**src/rtl/cjoin_pkg.sv**
```systemverilog
package cjoin_pkg;

  // Variant of the whole join, selected by the KIND parameter.
  typedef enum logic [1:0] {
    CJ_STD = 2'd0,
    CJ_POS = 2'd1,
    CJ_NEG = 2'd2
  } cj_kind_e;

  // Behaviour of a single leaf cell.
  typedef enum logic [2:0] {
    LF_C    = 3'd0,
    LF_CPOS = 3'd1,
    LF_CNEG = 3'd2,
    LF_AND  = 3'd3,
    LF_OR   = 3'd4
  } leaf_op_e;

  localparam int LEAF_FANIN = 3;
  localparam int MAX_INPUTS = 32;

  // Number of register levels in a tree of three-input leaves over n inputs.
  function automatic int tree_levels(input int n);
    int w;
    int l;
    w = n;
    l = 0;
    for (int i = 0; i < MAX_INPUTS; i++) begin
      if (w > 1) begin
        w = (w + LEAF_FANIN - 1) / LEAF_FANIN;
        l = l + 1;
      end
    end
    return l;
  endfunction

  // Width of the signal vector entering level lvl of a tree over n inputs.
  function automatic int level_width(input int n, input int lvl);
    int w;
    w = n;
    for (int i = 0; i < MAX_INPUTS; i++) begin
      if (i < lvl) w = (w + LEAF_FANIN - 1) / LEAF_FANIN;
    end
    return w;
  endfunction

  // Count of marked inputs; bit 0 never counts.
  function automatic int count_marked(input int n, input logic [31:0] mask);
    int c;
    c = 0;
    for (int i = 1; i < MAX_INPUTS; i++) begin
      if (i < n && mask[i]) c = c + 1;
    end
    return c;
  endfunction

  // Position of the k-th input whose marked state equals want.
  function automatic int marked_index(input int n, input logic [31:0] mask,
                                      input int k, input logic want);
    int c;
    int r;
    logic m;
    c = 0;
    r = 0;
    for (int i = 0; i < MAX_INPUTS; i++) begin
      m = (i != 0) && mask[i];
      if (i < n && m == want) begin
        if (c == k) r = i;
        c = c + 1;
      end
    end
    return r;
  endfunction

  // Cycles from a settled input pattern to the settled output.
  function automatic int join_latency(input int n, input cj_kind_e kind,
                                      input logic [31:0] mask);
    int nm;
    int lu;
    int lm;
    nm = (kind == CJ_STD) ? 0 : count_marked(n, mask);
    if (nm == 0) return tree_levels(n);
    lu = tree_levels(n - nm);
    lm = tree_levels(nm);
    return ((lu > lm) ? lu : lm) + 1;
  endfunction

  // Next state of one leaf: used marks live inputs, asym marks inputs
  // that are left out of the transition the variant exempts them from.
  function automatic logic leaf_next(input leaf_op_e op, input logic [2:0] a,
                                     input logic [2:0] used, input logic [2:0] asym,
                                     input logic q);
    logic all1;
    logic all0;
    logic sym1;
    logic sym0;
    logic set_c;
    logic clr_c;
    all1 = &(a | ~used);
    all0 = ~|(a & used);
    sym1 = &(a | ~used | asym);
    sym0 = ~|(a & used & ~asym);
    set_c = all1;
    clr_c = all0;
    case (op)
      LF_CPOS: clr_c = sym0;
      LF_CNEG: set_c = sym1;
      default: ;
    endcase
    if (op == LF_AND) return all1;
    if (op == LF_OR) return ~all0;
    if (set_c) return 1'b1;
    if (clr_c) return 1'b0;
    return q;
  endfunction

endpackage

```
**src/rtl/cjoin_leaf.sv**
```systemverilog
module cjoin_leaf
  import cjoin_pkg::*;
#(
  parameter int W = 3,
  parameter leaf_op_e OP = LF_C,
  parameter logic [2:0] ASYM = 3'b000
) (
  input  logic         clk,
  input  logic         rst_n,
  input  logic [W-1:0] a,
  output logic         q
);

  localparam logic [2:0] USED = 3'((1 << W) - 1);

  logic [2:0] a_pad;
  logic       q_nx;

  always_comb begin
    a_pad = '0;
    a_pad[W-1:0] = a;
  end

  always_comb begin
    q_nx = leaf_next(OP, a_pad, USED, ASYM, q);
  end

  always_ff @(posedge clk or negedge rst_n) begin
    if (!rst_n) q <= 1'b0;
    else        q <= q_nx;
  end

endmodule

```
**src/rtl/cjoin_tree.sv**
```systemverilog
module cjoin_tree
  import cjoin_pkg::*;
#(
  parameter int N = 8,
  parameter leaf_op_e OP = LF_C
) (
  input  logic         clk,
  input  logic         rst_n,
  input  logic [N-1:0] a,
  output logic         y
);

  localparam int LEVELS = tree_levels(N);

  generate
    if (LEVELS == 0) begin : g_wire
      assign y = a[0];
    end else begin : g_tree
      for (genvar l = 0; l < LEVELS; l++) begin : g_lvl
        localparam int WI = level_width(N, l);
        localparam int WO = level_width(N, l + 1);
        logic [WI-1:0] din;
        logic [WO-1:0] dout;
        if (l == 0) begin : g_first
          assign din = a;
        end else begin : g_next
          assign din = g_lvl[l-1].dout;
        end
        for (genvar j = 0; j < WO; j++) begin : g_leaf
          localparam int LO  = LEAF_FANIN * j;
          localparam int CNT = (WI - LO < LEAF_FANIN) ? (WI - LO) : LEAF_FANIN;
          cjoin_leaf #(
            .W   (CNT),
            .OP  (OP),
            .ASYM(3'b000)
          ) u_leaf (
            .clk  (clk),
            .rst_n(rst_n),
            .a    (din[LO+CNT-1:LO]),
            .q    (dout[j])
          );
        end
      end
      assign y = g_lvl[LEVELS-1].dout[0];
    end
  endgenerate

endmodule

```
**src/rtl/cjoin.sv**
```systemverilog
module cjoin
  import cjoin_pkg::*;
#(
  parameter int N = 8,
  parameter cj_kind_e KIND = CJ_STD,
  parameter logic [N-1:0] MARK_MASK = '0
) (
  input  logic         clk,
  input  logic         rst_n,
  input  logic [N-1:0] in_vec,
  output logic         join_out
);

  localparam logic [31:0] MASK_EFF =
    (KIND == CJ_STD) ? 32'd0 : (32'(MARK_MASK) & ~32'd1);
  localparam int NM = count_marked(N, MASK_EFF);
  localparam int NU = N - NM;

  generate
    if (NM == 0) begin : g_sym
      cjoin_tree #(
        .N (N),
        .OP(LF_C)
      ) u_all (
        .clk  (clk),
        .rst_n(rst_n),
        .a    (in_vec),
        .y    (join_out)
      );
    end else begin : g_asym
      localparam leaf_op_e MOP  = (KIND == CJ_POS) ? LF_AND : LF_OR;
      localparam leaf_op_e ROP  = (KIND == CJ_POS) ? LF_CPOS : LF_CNEG;
      logic [NU-1:0] unm;
      logic [NM-1:0] mrk;
      logic          unm_y;
      logic          mrk_y;

      for (genvar k = 0; k < NU; k++) begin : g_unm
        localparam int IDX = marked_index(N, MASK_EFF, k, 1'b0);
        assign unm[k] = in_vec[IDX];
      end
      for (genvar k = 0; k < NM; k++) begin : g_mrk
        localparam int IDX = marked_index(N, MASK_EFF, k, 1'b1);
        assign mrk[k] = in_vec[IDX];
      end

      cjoin_tree #(
        .N (NU),
        .OP(LF_C)
      ) u_unm (
        .clk  (clk),
        .rst_n(rst_n),
        .a    (unm),
        .y    (unm_y)
      );

      cjoin_tree #(
        .N (NM),
        .OP(MOP)
      ) u_mrk (
        .clk  (clk),
        .rst_n(rst_n),
        .a    (mrk),
        .y    (mrk_y)
      );

      // Bit 1 of the root carries the marked group.
      cjoin_leaf #(
        .W   (2),
        .OP  (ROP),
        .ASYM(3'b010)
      ) u_root (
        .clk  (clk),
        .rst_n(rst_n),
        .a    ({mrk_y, unm_y}),
        .q    (join_out)
      );
    end
  endgenerate

endmodule

```
**config.mk**
```make
export PLATFORM = sky130hd
export DESIGN_NAME = cjoin
export DESIGN_NICKNAME = d
export VERILOG_FILES = /design/src/rtl/cjoin_pkg.sv /design/src/rtl/cjoin_leaf.sv /design/src/rtl/cjoin_tree.sv /design/src/rtl/cjoin.sv
export SDC_FILE = /design/constraint.sdc
export NUM_CORES = 1
export LEC_CHECK = 0
export ABC_AREA = 1
export BUFFER_PORTS_ARGS = -buffer_cell sky130_fd_sc_hd__buf_2
export CORE_AREA = 3 3 40 42
export DETAILED_ROUTE_END_ITERATION = 10
export DIE_AREA = 0 0 43 45
export GPL_TIMING_DRIVEN = 0
export PLACE_DENSITY_LB_ADDON = 0.08
export SYNTH_ARGS = -nofsm -noshare
export SYNTH_HDL_FRONTEND = slang
export SYNTH_SLANG_ARGS = --single-unit
```
**constraint.sdc**
```tcl
create_clock -name clk -period 1.1 [get_ports clk]
set_clock_uncertainty 0.1 [all_clocks]
set_input_delay 0.055 -clock clk [delete_from_list [all_inputs] [get_ports clk]]
set_output_delay 0.055 -clock clk [all_outputs]
set_load 0.005 [all_outputs]
```
==> summary.txt <==
Reg area -> 100 µm²
TritonCTS clock tree -> yes
HP Class -> in2async
Clk Tree Root Cell -> clkbuf_4
Synth Warn # -> 0
Outcome -> finished, final reports clean
IO Pins -> 11
Most frequent cells in the layout -> 10 x nand2_1, 10 x buf_2, 7 x inv_1, 7 x dlygate4sd3_1, 4 x dfrtp_1
IO Port Bufs -> 10
Antenna violations before repair -> 0
Wire per inst -> 7.17 µm
Delay of the slowest critical-path stage -> 0.53 ns
Worst setup SP type -> primary input
Post-Synthesis Cell Area -> 208 µm²
Max-Cap Viols -> 0
Final Util -> 28.7%
Area Overhead vs Synth -> 77.7%
DR vias/cell -> 3.61
Adder-cell share of the synthesized area -> 6.02%
PD cells -> 1370 nW/µm²
Area of the multi-input gates -> 81.3 µm²
DR vias -> 231
Fin cells -> 64
Compound-Gate Fraction of Synth Area -> 2.41%
Filler Cells Inserted -> 142
Rel. slew slack -> 91.1%
Ranking of synthesized cells by area -> dfrtp_1 48%, nand2_1 18%, inv_1 13%
Post-route cell area -> 369 µm²
Post-CTS resize count -> 0
DIE WIDTH -> 43 µm
Fin. Hold Viols -> 0
Max Buffers Root-to-Sink -> 2
CP arrival -> 0.95 ns
CP max FO -> 2
Worst-path cell chain -> dlygate4sd3_1, buf_2, nor2_1, nand2_1, nand2_1, nand2_1
Cells after Synth -> 29
Drt total wl -> 459 µm
Clock slew at reported path FFs -> 0.04 ns
Max reg flops -> 4
FMAX -> 1080 MHz
Nets@finish -> 62
Top reg by flops -> g_sym.u_all.g_tree.g_lvl.g_leaf.u_leaf.q
Multiplexer area fraction after synthesis -> 0%
Share of cells above drive strength 1 -> 26.5%
DRT iter0 DRCs -> 3
# clock sinks -> 4
Most used cell, CP -> nand2_1
Die height -> 45 µm
Post-route ant nets -> 0
Finish-stage setup viols -> 0
Required @ worst endpoint -> 1.12 ns
Row count -> 13
Pins Over Slew Limit -> 0
Leakage power -> 0.213 nW
Simple-gate portion of the synthesized area -> 30.7%
Sequential share of the synthesized area -> 48.2%
Post-route DRC -> 0
Synthesized net count -> 40
Fin Setup TNS -> 0 ns
Gr ovfl total -> 0
DRT Pass-1 Iters -> 2
Seq cells post-synth -> 4
XOR/XNOR Fraction of Synth Area -> 0%
Minimum clock period after layout -> 0.930 ns
H-tree lvl count -> 1
Final GP Congestion -> 0.573
Worst VDD drop -> 0.000445 V
GRT Overall Usage -> 6.02%
Placed cell count -> 54
Slowest CP cell -> dlygate4sd3_1
Fin crit share -> 84.6%
Unrepaired setup endpoints after global routing -> no
Area leader, netlist -> dfrtp_1
Biggest regs -> g_sym.u_all.g_tree.g_lvl.g_leaf.u_leaf.q (4)
Die area -> 1940 µm²
Dpl hpwl -> 354 µm
Largest net degree at the start of global routing -> 5
Vias in the first global route -> 205
Ant diodes -> 0
Initial core utilization -> 16.2%
Critical Path End Type -> flop
Mean Syn Cell Area -> 7.16 µm²
Worst-skew pair later-pin latency -> 0.23 ns
Yosys top cell area share -> 48.2%
Slew @ Worst Pin -> 0.133 ns
Placement Cell Area -> 277 µm²
Largest family of logic cells by synthesized area -> simple AND/OR/NAND/NOR gates
Core area -> 1280 µm²
Cell variety after synth -> 7
CTS buffer count -> 3
First-pass GRT wire length -> 779 µm
Worst Setup Path Type -> in2reg
-- repair_timing --
action | 4_1_cts | 5_1_grt
setup endpoints to repair | 0 | 0
buffers inserted | 0 | 0
hold buffers | 7 | 0
endpoints found under the hold margin | 6 | 0
-- path summary, 6_finish.rpt --
check	from	slack (ns)	endpoint	cells after the start
max in group asynchronous	rst_n	0.71	g_sym.u_all.g_tree.g_lvl[0].g_leaf[2].u_leaf.q$_DFFE_PN0P_	2
max reg2reg	g_sym.u_all.g_tree.g_lvl[0].g_leaf[1].u_leaf.q$_DFFE_PN0P_	0.26	g_sym.u_all.g_tree.g_lvl[1].g_leaf[0].u_leaf.q$_DFFE_PN0P_	4
min reg2reg	g_sym.u_all.g_tree.g_lvl[0].g_leaf[1].u_leaf.q$_DFFE_PN0P_	0.40	g_sym.u_all.g_tree.g_lvl[0].g_leaf[1].u_leaf.q$_DFFE_PN0P_	2
min	rst_n	0.07	g_sym.u_all.g_tree.g_lvl[1].g_leaf[0].u_leaf.q$_DFFE_PN0P_	2
max	in_vec[1]	0.17	g_sym.u_all.g_tree.g_lvl[0].g_leaf[0].u_leaf.q$_DFFE_PN0P_	6
min in group clk	in_vec[7]	0.09	g_sym.u_all.g_tree.g_lvl[0].g_leaf[2].u_leaf.q$_DFFE_PN0P_	4
-- layout make-up --
| type | count | area share (%) |
|---|---|---|
| Tap cell | 15 | 5.08 |
| Timing Repair Buffer | 17 | 32.5 |
| Inverter | 7 | 7.12 |
| Multi-Input combinational cell | 18 | 22.0 |
| Sequential cell | 4 | 27.1 |
| Clock buffer | 3 | 6.10 |
-- synth_stat cells (all sizes together) --
cell type  instances
inv                7
nor2               3
ha                 1
nand3              3
dfrtp              4
o21ai              1
nand2             10
-- power by group --
part	total, W	internal [W]	leakage (nW)	switching, W
sequential	0.000205	0.000183	0.0462	0.0000212
clock	0.000182	0.000122	0.0138	0.0000597
combinational	0.000120	0.0000662	0.153	0.0000533
-- stage by stage --
stage / hold WS [ns] / total power, W / worst slack [ns]
5_1_grt: 0.0637 / 0.000549 / 0.0867
6_report: 0.0677 / 0.000506 / 0.170
3_5_place_dp: -0.233 / 0.000308 / 0.256
3_3_place_gp: -0.232 / 0.000305 / 0.268
4_1_cts: 0.0606 / 0.000521 / 0.174
2_1_floorplan: -0.341 / 0.000260 / 0.302
-- logic make-up (layout without fill, tap and decap cells) --
| group | Yosys count | after routing |
|---|---|---|
| AND/OR/NAND/NOR | 16 | 16 |
| buffers and inverters | 7 | 27 |
| adder cells (fa/ha/maj) | 1 | 1 |
| AO/OA/AOI/OAI | 1 | 1 |
| flip-flops | 4 | 4 |
-- worst max-delay path: cells and delay by family --
kind / cells / cell delay [ns]
simple gates: 4 / 0.23
buf+inv: 2 / 0.66
-- layer usage --
| metal | track usage, % | wire length [µm] | up-vias |
|---|---|---|---|
| met5 | 0 | 0 | - |
| met4 | 5.42 | 0 | 0 |
| met3 | 4.78 | 41 | 0 |
| met2 | 7.78 | 220 | 7 |
| met1 | 6.08 | 198 | 98 |
| li1 | - | - | 126 |
Power figures use the tool's default switching activity.
